`src/rtl/pin_eint_pkg.sv`:
```
package pin_eint_pkg;

    localparam int LINES_PER_WORD = 8;
    localparam int MODE_W         = 4;

    typedef enum logic [MODE_W-1:0] {
        TRIG_RISE = 4'd0,
        TRIG_FALL = 4'd1,
        TRIG_HIGH = 4'd2,
        TRIG_LOW  = 4'd3,
        TRIG_BOTH = 4'd4
    } trig_mode_e;

    localparam logic [11:0] CFG_BASE = 12'h200;
    localparam logic [11:0] EN_OFS   = 12'h210;
    localparam logic [11:0] PEND_OFS = 12'h214;

endpackage

```
`src/rtl/pin_eint_sync.sv`:
```
module pin_eint_sync #(
    parameter int WIDTH = 32
) (
    input  logic             clk_i,
    input  logic             rst_ni,
    input  logic [WIDTH-1:0] raw_i,
    output logic [WIDTH-1:0] cur_o,
    output logic [WIDTH-1:0] prev_o
);

    typedef struct packed {
        logic [WIDTH-1:0] meta;
        logic [WIDTH-1:0] cur;
        logic [WIDTH-1:0] prev;
    } sync_t;

    sync_t st_d, st_q;

    always_comb begin
        st_d      = st_q;
        st_d.meta = raw_i;
        st_d.cur  = st_q.meta;
        st_d.prev = st_q.cur;
    end

    always_ff @(posedge clk_i or negedge rst_ni) begin
        if (!rst_ni) st_q <= '0;
        else         st_q <= st_d;
    end

    assign cur_o  = st_q.cur;
    assign prev_o = st_q.prev;

    // the compared sample pair always advances by one stage per clock
    AST_SAMPLE_SHIFT: assert property (@(posedge clk_i) disable iff (!rst_ni)
        1 |=> (prev_o == $past(cur_o)));

endmodule

```
`src/rtl/pin_eint_detect.sv`:
```
module pin_eint_detect
    import pin_eint_pkg::*;
(
    input  logic              clk_i,
    input  logic              rst_ni,
    input  logic              cur_i,
    input  logic              prev_i,
    input  logic              routed_i,
    input  logic [MODE_W-1:0] mode_i,
    output logic              evt_o
);

    logic hit_w;

    always_comb begin
        case (mode_i)
            TRIG_RISE: hit_w = cur_i & ~prev_i;
            TRIG_FALL: hit_w = ~cur_i & prev_i;
            TRIG_HIGH: hit_w = cur_i;
            TRIG_LOW:  hit_w = ~cur_i;
            TRIG_BOTH: hit_w = cur_i ^ prev_i;
            default:   hit_w = 1'b0;
        endcase
        evt_o = hit_w & routed_i;
    end

    AST_RESERVED_SILENT: assert property (@(posedge clk_i) disable iff (!rst_ni)
        (mode_i > 4'd4) |-> !evt_o);

    AST_EDGE_NEEDS_CHANGE: assert property (@(posedge clk_i) disable iff (!rst_ni)
        (evt_o && (mode_i == 4'd0 || mode_i == 4'd1 || mode_i == 4'd4)) |-> (cur_i != prev_i));

endmodule

```
`src/rtl/pin_eint_regs.sv`:
```
module pin_eint_regs
    import pin_eint_pkg::*;
#(
    parameter int NUM_LINES = 32,
    parameter int ADDR_W    = 12,
    parameter int DATA_W    = 32
) (
    input  logic                              clk_i,
    input  logic                              rst_ni,
    input  logic                              sel_i,
    input  logic                              we_i,
    input  logic [ADDR_W-1:0]                 addr_i,
    input  logic [DATA_W-1:0]                 wdata_i,
    input  logic [NUM_LINES-1:0]              evt_i,
    output logic [DATA_W-1:0]                 rdata_o,
    output logic [NUM_LINES-1:0][MODE_W-1:0]  cfg_o,
    output logic [NUM_LINES-1:0]              pend_o,
    output logic                              irq_o
);

    localparam int LPW       = LINES_PER_WORD;
    localparam int CFG_WORDS = (NUM_LINES + LPW - 1) / LPW;

    typedef struct packed {
        logic [NUM_LINES-1:0][MODE_W-1:0] cfg;
        logic [NUM_LINES-1:0]             en;
        logic [NUM_LINES-1:0]             pend;
        logic                             irq;
    } regs_t;

    regs_t st_d, st_q;

    logic                 wr_w;
    logic [NUM_LINES-1:0] clr_w;

    function automatic logic [ADDR_W-1:0] cfg_addr(input int w);
        return ADDR_W'(CFG_BASE) + ADDR_W'(4 * w);
    endfunction

    always_comb begin
        st_d  = st_q;
        wr_w  = sel_i & we_i;
        clr_w = '0;
        for (int w = 0; w < CFG_WORDS; w++) begin
            if (wr_w && addr_i == cfg_addr(w)) begin
                for (int j = 0; j < LPW; j++) begin
                    if (w * LPW + j < NUM_LINES)
                        st_d.cfg[w * LPW + j] = wdata_i[j * MODE_W +: MODE_W];
                end
            end
        end
        if (wr_w && addr_i == ADDR_W'(EN_OFS))
            st_d.en = wdata_i[NUM_LINES-1:0];
        if (wr_w && addr_i == ADDR_W'(PEND_OFS))
            clr_w = wdata_i[NUM_LINES-1:0];
        // a new event outranks a clear of the same bit
        st_d.pend = (st_q.pend & ~clr_w) | evt_i;
        st_d.irq  = |(st_q.pend & st_q.en);
    end

    always_ff @(posedge clk_i or negedge rst_ni) begin
        if (!rst_ni) st_q <= '0;
        else         st_q <= st_d;
    end

    always_comb begin
        rdata_o = '0;
        if (sel_i && !we_i) begin
            for (int w = 0; w < CFG_WORDS; w++) begin
                if (addr_i == cfg_addr(w)) begin
                    for (int j = 0; j < LPW; j++) begin
                        if (w * LPW + j < NUM_LINES)
                            rdata_o[j * MODE_W +: MODE_W] = st_q.cfg[w * LPW + j];
                    end
                end
            end
            if (addr_i == ADDR_W'(EN_OFS))   rdata_o = DATA_W'(st_q.en);
            if (addr_i == ADDR_W'(PEND_OFS)) rdata_o = DATA_W'(st_q.pend);
        end
    end

    assign cfg_o  = st_q.cfg;
    assign pend_o = st_q.pend;
    assign irq_o  = st_q.irq;

    AST_SET_WINS: assert property (@(posedge clk_i) disable iff (!rst_ni)
        (|evt_i) |=> ((pend_o & $past(evt_i)) == $past(evt_i)));

    AST_CLEAR_TAKES: assert property (@(posedge clk_i) disable iff (!rst_ni)
        (|(clr_w & ~evt_i)) |=> ((pend_o & $past(clr_w & ~evt_i)) == '0));

    AST_PEND_STICKY: assert property (@(posedge clk_i) disable iff (!rst_ni)
        1 |=> (($past(pend_o) & ~pend_o & ~$past(clr_w)) == '0));

    AST_IRQ_RAISE: assert property (@(posedge clk_i) disable iff (!rst_ni)
        (|(pend_o & st_q.en)) |=> irq_o);

    AST_IRQ_DROP: assert property (@(posedge clk_i) disable iff (!rst_ni)
        ((pend_o & st_q.en) == '0) |=> !irq_o);

endmodule

```
`src/rtl/pin_eint_ctrl.sv`:
```
module pin_eint_ctrl
    import pin_eint_pkg::*;
#(
    parameter int NUM_LINES = 32,
    parameter int ADDR_W    = 12,
    parameter int DATA_W    = 32
) (
    input  logic                 clk,
    input  logic                 rst_n,
    input  logic [NUM_LINES-1:0] pin_in,
    input  logic [NUM_LINES-1:0] pin_routed,
    input  logic                 bus_sel,
    input  logic                 bus_we,
    input  logic [ADDR_W-1:0]    bus_addr,
    input  logic [DATA_W-1:0]    bus_wdata,
    output logic [DATA_W-1:0]    bus_rdata,
    output logic                 irq_out
);

    logic [NUM_LINES-1:0]             cur_w;
    logic [NUM_LINES-1:0]             prev_w;
    logic [NUM_LINES-1:0]             evt_w;
    logic [NUM_LINES-1:0]             pend_w;
    logic [NUM_LINES-1:0][MODE_W-1:0] cfg_w;

    pin_eint_sync #(.WIDTH(NUM_LINES)) u_sync (
        .clk_i  (clk),
        .rst_ni (rst_n),
        .raw_i  (pin_in),
        .cur_o  (cur_w),
        .prev_o (prev_w)
    );

    for (genvar n = 0; n < NUM_LINES; n++) begin : g_line
        pin_eint_detect u_det (
            .clk_i    (clk),
            .rst_ni   (rst_n),
            .cur_i    (cur_w[n]),
            .prev_i   (prev_w[n]),
            .routed_i (pin_routed[n]),
            .mode_i   (cfg_w[n]),
            .evt_o    (evt_w[n])
        );
    end

    pin_eint_regs #(
        .NUM_LINES (NUM_LINES),
        .ADDR_W    (ADDR_W),
        .DATA_W    (DATA_W)
    ) u_regs (
        .clk_i   (clk),
        .rst_ni  (rst_n),
        .sel_i   (bus_sel),
        .we_i    (bus_we),
        .addr_i  (bus_addr),
        .wdata_i (bus_wdata),
        .evt_i   (evt_w),
        .rdata_o (bus_rdata),
        .cfg_o   (cfg_w),
        .pend_o  (pend_w),
        .irq_o   (irq_out)
    );

    AST_UNROUTED_QUIET: assert property (@(posedge clk) disable iff (!rst_n)
        1 |=> ((pend_w & ~$past(pend_w) & ~$past(pin_routed)) == '0));

    AST_NO_READ_ON_WRITE: assert property (@(posedge clk) disable iff (!rst_n)
        (bus_sel && bus_we) |-> (bus_rdata == '0));

endmodule

```
`config.mk`:
```
export PLATFORM = sky130hd
export DESIGN_NAME = pin_eint_ctrl
export DESIGN_NICKNAME = d
export VERILOG_FILES = /design/src/rtl/pin_eint_pkg.sv /design/src/rtl/pin_eint_sync.sv /design/src/rtl/pin_eint_detect.sv /design/src/rtl/pin_eint_regs.sv /design/src/rtl/pin_eint_ctrl.sv
export SDC_FILE = /design/constraint.sdc
export NUM_CORES = 1
export LEC_CHECK = 0
export CAP_MARGIN = 20
export CORE_MARGIN = 2
export CORE_UTILIZATION = 45
export DETAILED_ROUTE_END_ITERATION = 7
export PLACE_DENSITY = 0.65
export SYNTH_ARGS = -nofsm -noshare
export SYNTH_HDL_FRONTEND = slang
export SYNTH_SLANG_ARGS = --single-unit
```
`constraint.sdc`:
```
create_clock -name clk -period 2.8 [get_ports clk]
set_clock_uncertainty 0.15 [all_clocks]
set_input_delay 0.28 -clock clk [delete_from_list [all_inputs] [get_ports clk]]
set_output_delay 0.28 -clock clk [all_outputs]
set_load 0.005 [all_outputs]
```
**After elaboration in Yosys (flattened, before gate mapping)**

Cells that the tools add are included.
Widths: inputs -> output; s select.

- Bits in registers: 289
- Logic and storage cells: 450
- Bits of input ports: 112

- Reductions and logical operators: 41
- Eq/ne operators: 134
- Muxes and demuxes: 40
- Bitwise operators: 197

Operators with widths:

| kind | number |
|---|---|
| $eq 4x2->1 const B | 64 |
| $mux 32 | 8 |
| $pmux 1 s5 | 32 |
| $eq 4x1->1 const B | 32 |
| $eq 4x3->1 const B | 32 |
| $logic_not 4->1 | 32 |
| $and 1x1->1 | 97 |
| $eq 12x10->1 const B | 6 |
| $and 32x32->32 | 2 |
| $not 1->1 | 64 |
| $not 32->32 | 1 |
| $or 32x32->32 | 1 |
| $reduce_or 32->1 | 1 |
| $xor 1x1->1 | 32 |
| $logic_and 1x1->1 | 7 |
| $logic_not 1->1 | 1 |

**Depth between registers and ports, before layout**

Gate-level depths: netlist of run 1.

- Depth in word-level cells: 8
- Mapped depth: 8
- Depth with buffers taken out: 6

**Cells and area by module**

From an unflattened synthesis of run 1, not the netlist that was laid out.

- Cells, all modules: 1,515
- Area, all modules: 16,575.9 um2

Modules (own cells, without submodules):

| module | area each (um2) | cells each | instances | seq. area each (um2) |
|---|---|---|---|---|
| pin_eint_regs | 10,410.0 | 939 | 1 | 4,829.6 |
| pin_eint_detect | 110.1 | 14 | 32 | 0.0 |
| pin_eint_sync | 2,642.5 | 128 | 1 | 2,402.3 |

**Least setup slack after synthesis of run 1**

OpenSTA, ideal clock, no wires.

- Path type: input to register
- From: input port bus_addr[11]
- To: register u_regs.st_q, in the netlist u_regs.cfg_o[32]
- Library setup time: 0.125 ns
- Arrival: 2.506 ns
- Path buffers: 4
- Required time: 2.525 ns
- Stages on the path: 8
- Path slack: 0.019 ns
- Cells stage by stage: or4_1 buf_2 or4_4 buf_6 or3_1 buf_6 buf_6 mux2_4

- Longest elaborated chain between the ends: 2

RTL lines:

| what | RTL line | RTL |
|---|---|---|
| start: declaration | pin_eint_ctrl.sv:14 | `input logic [ADDR_W-1:0] bus_addr,` |
| $eq 12x10->1 | pin_eint_regs.sv:45 | `if (wr_w && addr_i == cfg_addr(w)) begin` |
| $logic_and 1x1->1 | pin_eint_regs.sv:45 |  |
| end signal: assignment | pin_eint_regs.sv:63 | `else st_q <= st_d;` |
| end: declaration | pin_eint_regs.sv:31 | `regs_t st_d, st_q;` |

No other way between the ends.
A chain may end at the register's enable or synchronous reset.

**Final worst setup path of run 1**

- From: input port bus_addr[5]
- To: output port bus_rdata[27]

- Longest elaborated chain between the ends: 8
- Elaborated cells on any way between the ends: 13
- Those cells by class: 6 x eq/ne; 7 x mux

RTL lines:

| what | RTL line | RTL |
|---|---|---|
| $eq 12x10->1 | pin_eint_regs.sv:70 | `if (addr_i == cfg_addr(w)) begin` |
| $mux 32 (4 in series) | pin_eint_regs.sv:70 |  |
| $mux 32 | pin_eint_regs.sv:77 | `if (addr_i == ADDR_W'(EN_OFS)) rdata_o = DATA_W'(st_q.en);` |
| $mux 32 (*) | pin_eint_regs.sv:78 | `if (addr_i == ADDR_W'(PEND_OFS)) rdata_o = DATA_W'(st_q.pend);` |
| $mux 32 (*) | pin_eint_regs.sv:68 | `if (sel_i && !we_i) begin` |
| end: declaration | pin_eint_ctrl.sv:16 | `output logic [DATA_W-1:0] bus_rdata,` |

Every way passes the cells marked *; elsewhere a longest branch is shown, timed or not.

==> results.cfg, run 1 <==
[run_status]
outcome = finished, final reports clean

[synthesis]
synthAdderAreaFrac_pct = 5.60
synthCells = 1203
yosysTopAreaCell = dfrtp_1
synth_xor_area_share_pct = 1.96
ys_warn_count = 0
synth.avg_cell_area_um2 = 11.9
syn_nets = 1379
ys.flop_type = dfrtp_1
yosys.area_share.simple_pct = 10.5
ys_top_cells_by_count = dfrtp_1 (289), mux2_2 (137), a21oi_1 (76)
netlist.area_leader.share_pct = 50.6
synth_top_family_by_area = multiplexers
synth-edff-count = 0
ys_ff_latch = 289
synthArstFlopShare_pct = 100
synth.distinct_cells = 42
synth-compound-area-share_pct = 11.9
synth_area_um2 = 14300
synthMuxAreaShare_pct = 16.2
yosys-top-cells-area = dfrtp_1 (51%), mux2_2 (11%), ha_1 (5.6%), mux2_4 (3.1%), a21oi_1 (2.7%)
yosysMostFrequentCell = dfrtp_1
ys_seq_area_share_pct = 50.6

[timing]
drv_slew = 0
rsz0062_at_grt = yes
tns_ns = 0
fin_crit_sh_pct = 99.7
setup_viol = 0
post-route-min-period_ns = 2.79
tightest_slew_ns = 0.651
maxSlewHeadroom_pct = 56.6
max_clock_freq_mhz = 358
hold_viol = 0

[grt]
antenna_found_initial = 0
grt_pass1_wl_um = 66400
grt-ovfl-total = 0
track_usage_pct = 26.1
grt_pass1_vias = 11000
grt_start_max_net_pins = 76

[pwr]
power-per-cell-area_nw_per_um2 = 519
ir_drop_mv = 0.460
fin_total_pwr_mw = 9.67
leakage_nw = 8.96

[setup_path]
end_kind = primary output
worstSetupStartpointType = input port
worstPathArrival_ns = 2.36
cp_max_fo = 5
worstPathRequired_ns = 2.37
critPathKind = input port to primary output

[floorplan]
die-area_um2 = 33200
num_rows = 65
die_h_um = 182
ioPinCount = 145
die_x_um = 182
core-area_um2 = 31400
initial_core_util_pct = 45.6

[drt]
via_per_inst = 5.77
wl_um = 42900
postRouteAntennaNets = 0
vias = 10900
wl_per_cell_um = 22.7
drc = 0
drt-initial-drc-count = 894
dr.pass1.iters = 5

[hold_path]
hold_path_class = input port to flop

[cts]
cts.sinks = 289
cts_htree_levels = 2
cts_buffers = 34
cts_root_buf = clkbuf_16
path_clk_slew_ns = 0.06
clockBufferDepth = 3
clk_latency_ns = 0.51
cts_tree = yes

[place]
dp_hpwl_um = 30000
placed_area_um2 = 16900
routabilityCongestion = 0.921
port_buffers = 144

[layout]
drive_gt1_share_pct = 28.9
nFillCells = 2556
final_area_um2 = 18600
final_nets = 1641
antenna_cells = 0
area_growth_pct = 30.4

[job]
max-cap-violations = 0
flip-flops by register name, summed over array words and instances, names as in the netlist:
signal,cells
u_regs.cfg_o,128
u_regs.pend_o,32
u_regs.st_q,32
u_sync.cur_o,32
u_sync.prev_o,32
u_sync.st_d,32
u_regs.irq_o,1
path summary, 6_finish.rpt:
kind                            slack [ns]  depth (start not counted)            start                 to
worst max-delay path                 0.009                         11      bus_addr[5]      bus_rdata[27]
worst min-delay path                  0.06                          1       pin_in[23]    u_sync.st_d[55]
worst max register to register        1.00                          3  u_regs.st_q[59]       u_regs.irq_o
worst min register to register        0.20                          0  u_sync.st_d[43]   u_sync.cur_o[11]
max in group asynchronous             1.53                          3            rst_n  u_sync.prev_o[26]
min in group asynchronous             0.22                          2            rst_n    u_sync.st_d[54]
metal layers:
metal	track usage (%)	up-vias	part of all wire [%]
li1	-	4854	-
met1	35.4	5516	43
met2	42.6	416	47
met3	3.89	122	6.0
met4	10.2	0	4.1
met5	0	-	0
where the power goes:
part	internal (mW)	switching (mW)	leakage, nW
sequential	4.25	0.0593	3.65
clock	2.84	1.77	0.579
combinational	0.349	0.402	4.73
through the flow:
stage / cells / hold WS [ns] / setup slack (ns) / util (%)
after floorplan: 1203 / -0.166 / 0.0189 / -
after global placement: 1795 / 0.175 / -0.622 / 53.9
after detailed placement: 1795 / 0.171 / -0.640 / 53.9
after CTS: 1890 / 0.0461 / -0.0288 / 59.2
after global routing: 1892 / 0.0513 / -0.0334 / 59.4
final: 1892 / 0.0595 / 0.00914 / 59.4
cell type report:
cell class | count | area [µm²] | area share, %
Clock buffer | 48 | 1030 | 5.51
Clock inverter | 13 | 149 | 0.798
Inverter | 65 | 244 | 1.31
Multi-Input combinational cell | 799 | 6870 | 36.9
Sequential cell | 289 | 7230 | 38.8
Tap cell | 402 | 503 | 2.70
Timing Repair Buffer | 276 | 2620 | 14.0
timing repair:
action	in CTS	in global routing
hold buffers	1	0
gates resized for setup	134	16
endpoints found under the hold margin	67	0
pin swaps	31	6
buffers inserted	30	3
endpoints found under the setup margin	50	50
cloned	4	0
cells in the final DEF (no fill, tap or decap), types with 7 or more instances in the layout:
master / count
dfrtp_1: 289
mux2_2: 137
buf_4: 105
clkdlybuf4s50_1: 101
a21oi_1: 70
inv_1: 65
ha_1: 64
o21ai_0: 54
nor2b_1: 51
a211o_1: 38
clkbuf_16: 37
nand2_1: 36
nor2_1: 35
nand2b_1: 35
xnor2_1: 32
nor4b_1: 32
o2bb2ai_1: 32
mux2_4: 30
a22oi_1: 21
dlygate4sd2_1: 21
mux2i_1: 16
buf_12: 15
buf_2: 12
o22a_1: 11
nor2_4: 10
or2_2: 10
o211ai_1: 10
a2bb2oi_1: 7
clkinv_2: 7
buf_6: 7
clkdlybuf4s15_1: 7
cells by family after synthesis:
group / after synthesis
multiplexers: 192
buffers and inverters: 115
adder cells (fa/ha/maj): 64
XOR/XNOR: 32
flip-flops: 289
AND/OR/NAND/NOR: 255
AO/OA/AOI/OAI: 256
critical path, stage by stage:
cell           delay [ns]
dlygate4sd2_1        0.24
or3_4                0.43
buf_4                0.15
buf_4                0.13
nor4_4               0.27
buf_4                0.18
buf_4                0.14
a22oi_1              0.07
nor2_1               0.09
buf_4                0.14
dlygate4sd2_1        0.23
No activity file was read; power rests on OpenSTA's default activity.
==> run 2, diff against run 1 <==
--- a/config.mk
+++ b/config.mk
@@ -5,11 +5,14 @@
 export SDC_FILE = /design/constraint.sdc
 export NUM_CORES = 1
 export LEC_CHECK = 0
+export ABC_CLOCK_PERIOD_IN_PS = 2800
 export CAP_MARGIN = 20
+export CORE_ASPECT_RATIO = 1.1
 export CORE_MARGIN = 2
 export CORE_UTILIZATION = 45
 export DETAILED_ROUTE_END_ITERATION = 7
 export PLACE_DENSITY = 0.65
+export SLEW_MARGIN = 25
 export SYNTH_ARGS = -nofsm -noshare
 export SYNTH_HDL_FRONTEND = slang
 export SYNTH_SLANG_ARGS = --single-unit
==> run 2 against run 1 <==
Compared with the run above: the flow now finishes with violations (negative setup slack); highest routed layer unchanged; critical path type unchanged; critical path depth shrank 4; via count shrank 1.8%; sequential power is essentially flat; wire length shrank 2.8%; utilization shrank 0.35 points.
==> results.cfg, run 2 (synthesized netlist as in run 1, its figures left out) <==
[drt]
wl_um = 41600
via_per_inst = 5.70
postRouteAntennaNets = 0
vias = 10700
wl_per_cell_um = 22.2
drc = 0
drt-initial-drc-count = 880
dr.pass1.iters = 6

[floorplan]
ioPinCount = 145
die_h_um = 191
initial_core_util_pct = 45.7
die-area_um2 = 33200
die_x_um = 174
num_rows = 68
core-area_um2 = 31300

[job]
max-cap-violations = 0

[layout]
mostFrequentLayoutCells = dfrtp_1 (288), mux2_2 (137), clkdlybuf4s50_1 (101)
final_nets = 1608
largest_reg_flops = 128
final_area_um2 = 18500
instances_no_fill = 1878
final_core_util_pct = 59.1
drive_gt1_share_pct = 28.2
antenna_cells = 0
final_common_cell = dfrtp_1
area_growth_pct = 29.3

[cts]
path_clk_slew_ns = 0.06
clk_latency_ns = 0.52
cts_tree = yes
clockBufferDepth = 3
cts_htree_levels = 2
cts.sinks = 289
cts_root_buf = clkbuf_16
cts_buffers = 34

[grt]
grt-ovfl-total = 0
grt_pass1_wl_um = 64800
track_usage_pct = 25.5
antenna_found_initial = 0
grt_start_max_net_pins = 74
grt_pass1_vias = 11000

[pwr]
power_frac_comb_pct = 7.5
clkPwrFrac_pct = 49.0
seqPwrFrac_pct = 43.5
leakage_nw = 8.87
p_int_mw = 7.68
ir_drop_mv = 0.521
power-per-cell-area_nw_per_um2 = 536
fin_total_pwr_mw = 9.91
switching_share_pct = 22.5
p_sw_mw = 2.23

[place]
pre_cts_ws_ns = -0.726
port_buffers = 144
dp_hpwl_um = 29500
routabilityCongestion = 0.942
numPlacedInstances = 1794
placed_area_um2 = 16800

[setup_path]
worstPathRequired_ns = 2.37
rr_endpoint = u_regs.irq_o
rr_startpoint = u_regs.pend_o[23]
reg2regPathDepth = 3
r2r_slack_ns = 1.01
critPathKind = input port to primary output
end_kind = primary output
cp_max_fo = 7
worstPathArrival_ns = 2.40
worstSetupStartpointType = input port

[timing]
hold_viol = 0
rsz0062_at_grt = yes
tightest_slew_ns = 0.526
setup_ws_ns = -0.0271
setup_viol = 1
whs_ns = 0.0499
fin_crit_sh_pct = 101
maxSlewHeadroom_pct = 63.9
drv_slew = 0
tns_ns = -0.0271
post-route-min-period_ns = 2.83
max_clock_freq_mhz = 354

[run_status]
outcome = finished with violations
violations = negative setup slack

[hold_path]
hold_depth = 1
whs_endpoint = u_sync.st_d[57]
hold_start = pin_in[25]
hold_path_class = input port to flop
-- run 2: cell types whose count changed in the layout (fill, tap and decap cells not counted), sizes merged --
cell and change:
clkinv +1, dlygate4sd2 +2, clkinvlp -1, clkdlybuf4s15 -4
dlymetal6s2s +2, buf -33, bufinv +3, clkbuf -2
-- run 2: power by group through the flow --
stage                     Combinational (mW)  Clock (mW)  Sequential (mW)
after global routing                   0.809        5.10             4.32
after detailed placement               0.720           0             4.39
final                                  0.739        4.86             4.31
after global placement                 0.709           0             4.39
after CTS                              0.742        4.93             4.31
after floorplan                        0.264           0             4.37
-- run 2: critical path, cell delays in order --
cell and delay, ns:
buf_6 0.09, or4_4 0.62, or4_4 0.61, buf_6 0.16
a211o_1 0.29, a21oi_2 0.20, buf_2 0.15
-- run 2: area by class of cell --
| cell class | count | area [µm²] |
|---|---|---|
| Sequential cell | 289 | 7230 |
| Clock inverter | 16 | 236 |
| Clock buffer | 46 | 1010 |
| Timing Repair Buffer | 243 | 2340 |
| Fill cell | 2641 | 12800 |
| Multi-Input combinational cell | 799 | 6900 |
| Inverter | 65 | 244 |
| Tap cell | 420 | 526 |
-- run 2: how the worst max path moves through the flow --
| stage | startpoint | end | slack, ns | depth (start not counted) |
|---|---|---|---|---|
| global placement | bus_addr[11] | bus_rdata[25] | -0.71 | 8 |
| finish | bus_addr[0] | bus_rdata[16] | -0.03 | 7 |
| detailed placement | bus_addr[11] | bus_rdata[25] | -0.73 | 8 |
| global route | bus_addr[0] | bus_rdata[16] | -0.05 | 7 |
| floorplan | bus_addr[11] | u_regs.cfg_o[32] | 0.02 | 8 |
| CTS | bus_addr[0] | bus_rdata[16] | -0.006 | 7 |
-- run 2: what timing repair did --
item	CTS	global route
resized for setup	135	14
pin swaps	30	8
setup endpoints to repair	64	13
setup buffers	16	5
hold buffers	1	0
endpoints found under the hold margin	60	0
gates cloned	1	0
-- run 2: metal layers --
metal | track usage (%) | part of all wire (%) | vias to the layer above | wire length [µm]
met2 | 43.4 | 49 | 419 | 20400
met4 | 9.53 | 3.9 | 0 | 1610
met3 | 3.98 | 6.5 | 109 | 2690
met5 | 0 | 0 | - | 0
li1 | - | - | 4786 | -
met1 | 33.1 | 41 | 5395 | 17000
==> run 3, diff against run 2 <==
--- a/config.mk
+++ b/config.mk
@@ -12,6 +12,7 @@
 export CORE_UTILIZATION = 45
 export DETAILED_ROUTE_END_ITERATION = 7
 export PLACE_DENSITY = 0.65
+export RECOVER_POWER = 100
 export SLEW_MARGIN = 25
 export SYNTH_ARGS = -nofsm -noshare
 export SYNTH_HDL_FRONTEND = slang
==> run 3 against run 2 <==
Compared with the run above: the flow finishes with violations (max-capacitance violations, max-slew violations, negative setup slack); sequential share of layout area up 0.68 points; register-to-register slack about the same; first-iteration DRC count down 4.0%; largest power group unchanged.
==> results.cfg, run 3 (synthesized netlist as in run 1, its figures left out) <==
[layout]
largest_reg_flops = 128
final_area_um2 = 18200
instances_no_fill = 1878
drive_gt1_share_pct = 25.8
final_common_cell = dfrtp_1
antenna_cells = 0
final_nets = 1608
mostFrequentLayoutCells = dfrtp_1 (288), mux2_2 (137), clkdlybuf4s50_1 (68)
area_growth_pct = 27.1
final_core_util_pct = 58.0

[cts]
clk_latency_ns = 0.52
cts_htree_levels = 2
cts.sinks = 289
cts_root_buf = clkbuf_16
path_clk_slew_ns = 0.06
cts_tree = yes
cts_buffers = 34
clockBufferDepth = 3

[place]
dp_hpwl_um = 29500
numPlacedInstances = 1794
routabilityCongestion = 0.942
port_buffers = 144
placed_area_um2 = 16800

[hold_path]
hold_path_class = input port to flop

[timing]
setup_viol = 4
setup_ws_ns = -0.0316
hold_viol = 0
max_clock_freq_mhz = 353
tightest_slew_ns = 1.59
drv_slew = 65
post-route-min-period_ns = 2.83
maxSlewHeadroom_pct = -6.10
rsz0062_at_grt = yes
tns_ns = -0.0657
fin_crit_sh_pct = 101

[setup_path]
end_kind = primary output
crit_slowest_cell = or4_4
path_cells = buf_6 > or4_4 > or4_4 > buf_6 > a211o_1 > a21oi_2 > buf_2
cp_max_fo = 7
crit_family = simple AND/OR/NAND/NOR gates
crit_buf_inv = 3
worstSetupStartpointType = input port
worstPathArrival_ns = 2.40
worstPathRequired_ns = 2.37
critPathKind = input port to primary output
cp_slowest_stage_delay_ns = 0.62

[grt]
antenna_found_initial = 0
grt_start_max_net_pins = 74
grt-ovfl-total = 0
grt_pass1_vias = 11000
track_usage_pct = 25.5
grt_pass1_wl_um = 64800

[floorplan]
die-area_um2 = 33200
ioPinCount = 145
die_x_um = 174
core-area_um2 = 31300
num_rows = 68
initial_core_util_pct = 45.7
die_h_um = 191

[run_status]
outcome = finished with violations
violations = max-capacitance violations, max-slew violations, negative setup slack

[drt]
dr_wl_met3_um = 2620
drt-initial-drc-count = 845
postRouteAntennaNets = 0
met1Wirelength_um = 17100
vias = 10700
wl_um = 41800
dr.pass1.iters = 5
wl_met2_um = 20400
via_per_inst = 5.70
top_layer = met4
drc = 0
wl_per_cell_um = 22.2

[job]
max-cap-violations = 1

[pwr]
leakage_nw = 8.71
power-per-cell-area_nw_per_um2 = 544
ir_drop_mv = 0.521
## run 3: cell count changes in the layout (fill, tap and decap cells not counted), moves of 7 or more
cell / delta
buf_4: -15
clkbuf_1: +9
mux2_4: -13
clkdlybuf4s50_1: -33
clkbuf_4: +7
mux2_1: +13
dlygate4sd3_1: +33
buf_12: -9
clkbuf_2: +8
## run 3: path summary, 6_finish.rpt
| check | from | depth (start not counted) | slack (ns) | end |
|---|---|---|---|---|
| worst max-delay path | bus_addr[0] | 7 | -0.03 | bus_rdata[16] |
| worst min-delay path | pin_in[25] | 1 | 0.17 | u_sync.st_d[57] |
| worst max register to register | u_regs.pend_o[23] | 3 | 1.01 | u_regs.irq_o |
| worst min register to register | u_sync.st_d[48] | 0 | 0.20 | u_sync.cur_o[16] |
| max in group asynchronous | rst_n | 3 | 0.50 | u_sync.prev_o[16] |
| min in group asynchronous | rst_n | 2 | 0.56 | u_sync.st_d[34] |
## run 3: area by class of cell
cell class / instances / area [µm²]
clock buffers: 46 / 1010
clock inverters: 16 / 236
fillers: 2703 / 13100
inverters: 65 / 244
multi-input cells: 799 / 6780
flip-flops and latches: 289 / 7230
well taps: 420 / 526
repair buffers: 243 / 2150
## run 3: power by group
part           internal, mW  switching (mW)
Sequential             4.25          0.0586
Combinational         0.324           0.393
Clock                  3.09            1.77
Total                  7.67            2.22
## run 3: timing repair
| item | 4_1_cts | 5_1_grt |
|---|---|---|
| setup buffers | 16 | 5 |
| hold buffers | 1 | 0 |
| hold endpoints to repair | 60 | 0 |
| gates resized for setup | 135 | 14 |
| pin swaps | 30 | 8 |
| gates cloned | 1 | 0 |
| setup endpoints to repair | 64 | 13 |
## run 3: per-layer routing
layer	up-vias	GRT usage (%)
li1	4794	-
met1	5414	33.1
met2	394	43.4
met3	107	3.98
met4	0	9.53
met5	-	0
## run 3: per-stage QoR
| stage | setup slack, ns | hold slack [ns] | total power, mW |
|---|---|---|---|
| CTS | -0.00618 | 0.0425 | 9.99 |
| global placement | -0.706 | 0.112 | 5.09 |
| global route | -0.0510 | 0.166 | 10.2 |
| finish | -0.0316 | 0.169 | 9.89 |
| floorplan | 0.0189 | -0.166 | 4.64 |
| detailed placement | -0.726 | 0.112 | 5.11 |
## run 3: worst reg2reg max path, delay by kind of cell, from the launching register on
family          cells  cell delay [ns]
flops               1             0.44
simple gates        2             0.75
compound gates      1             0.30
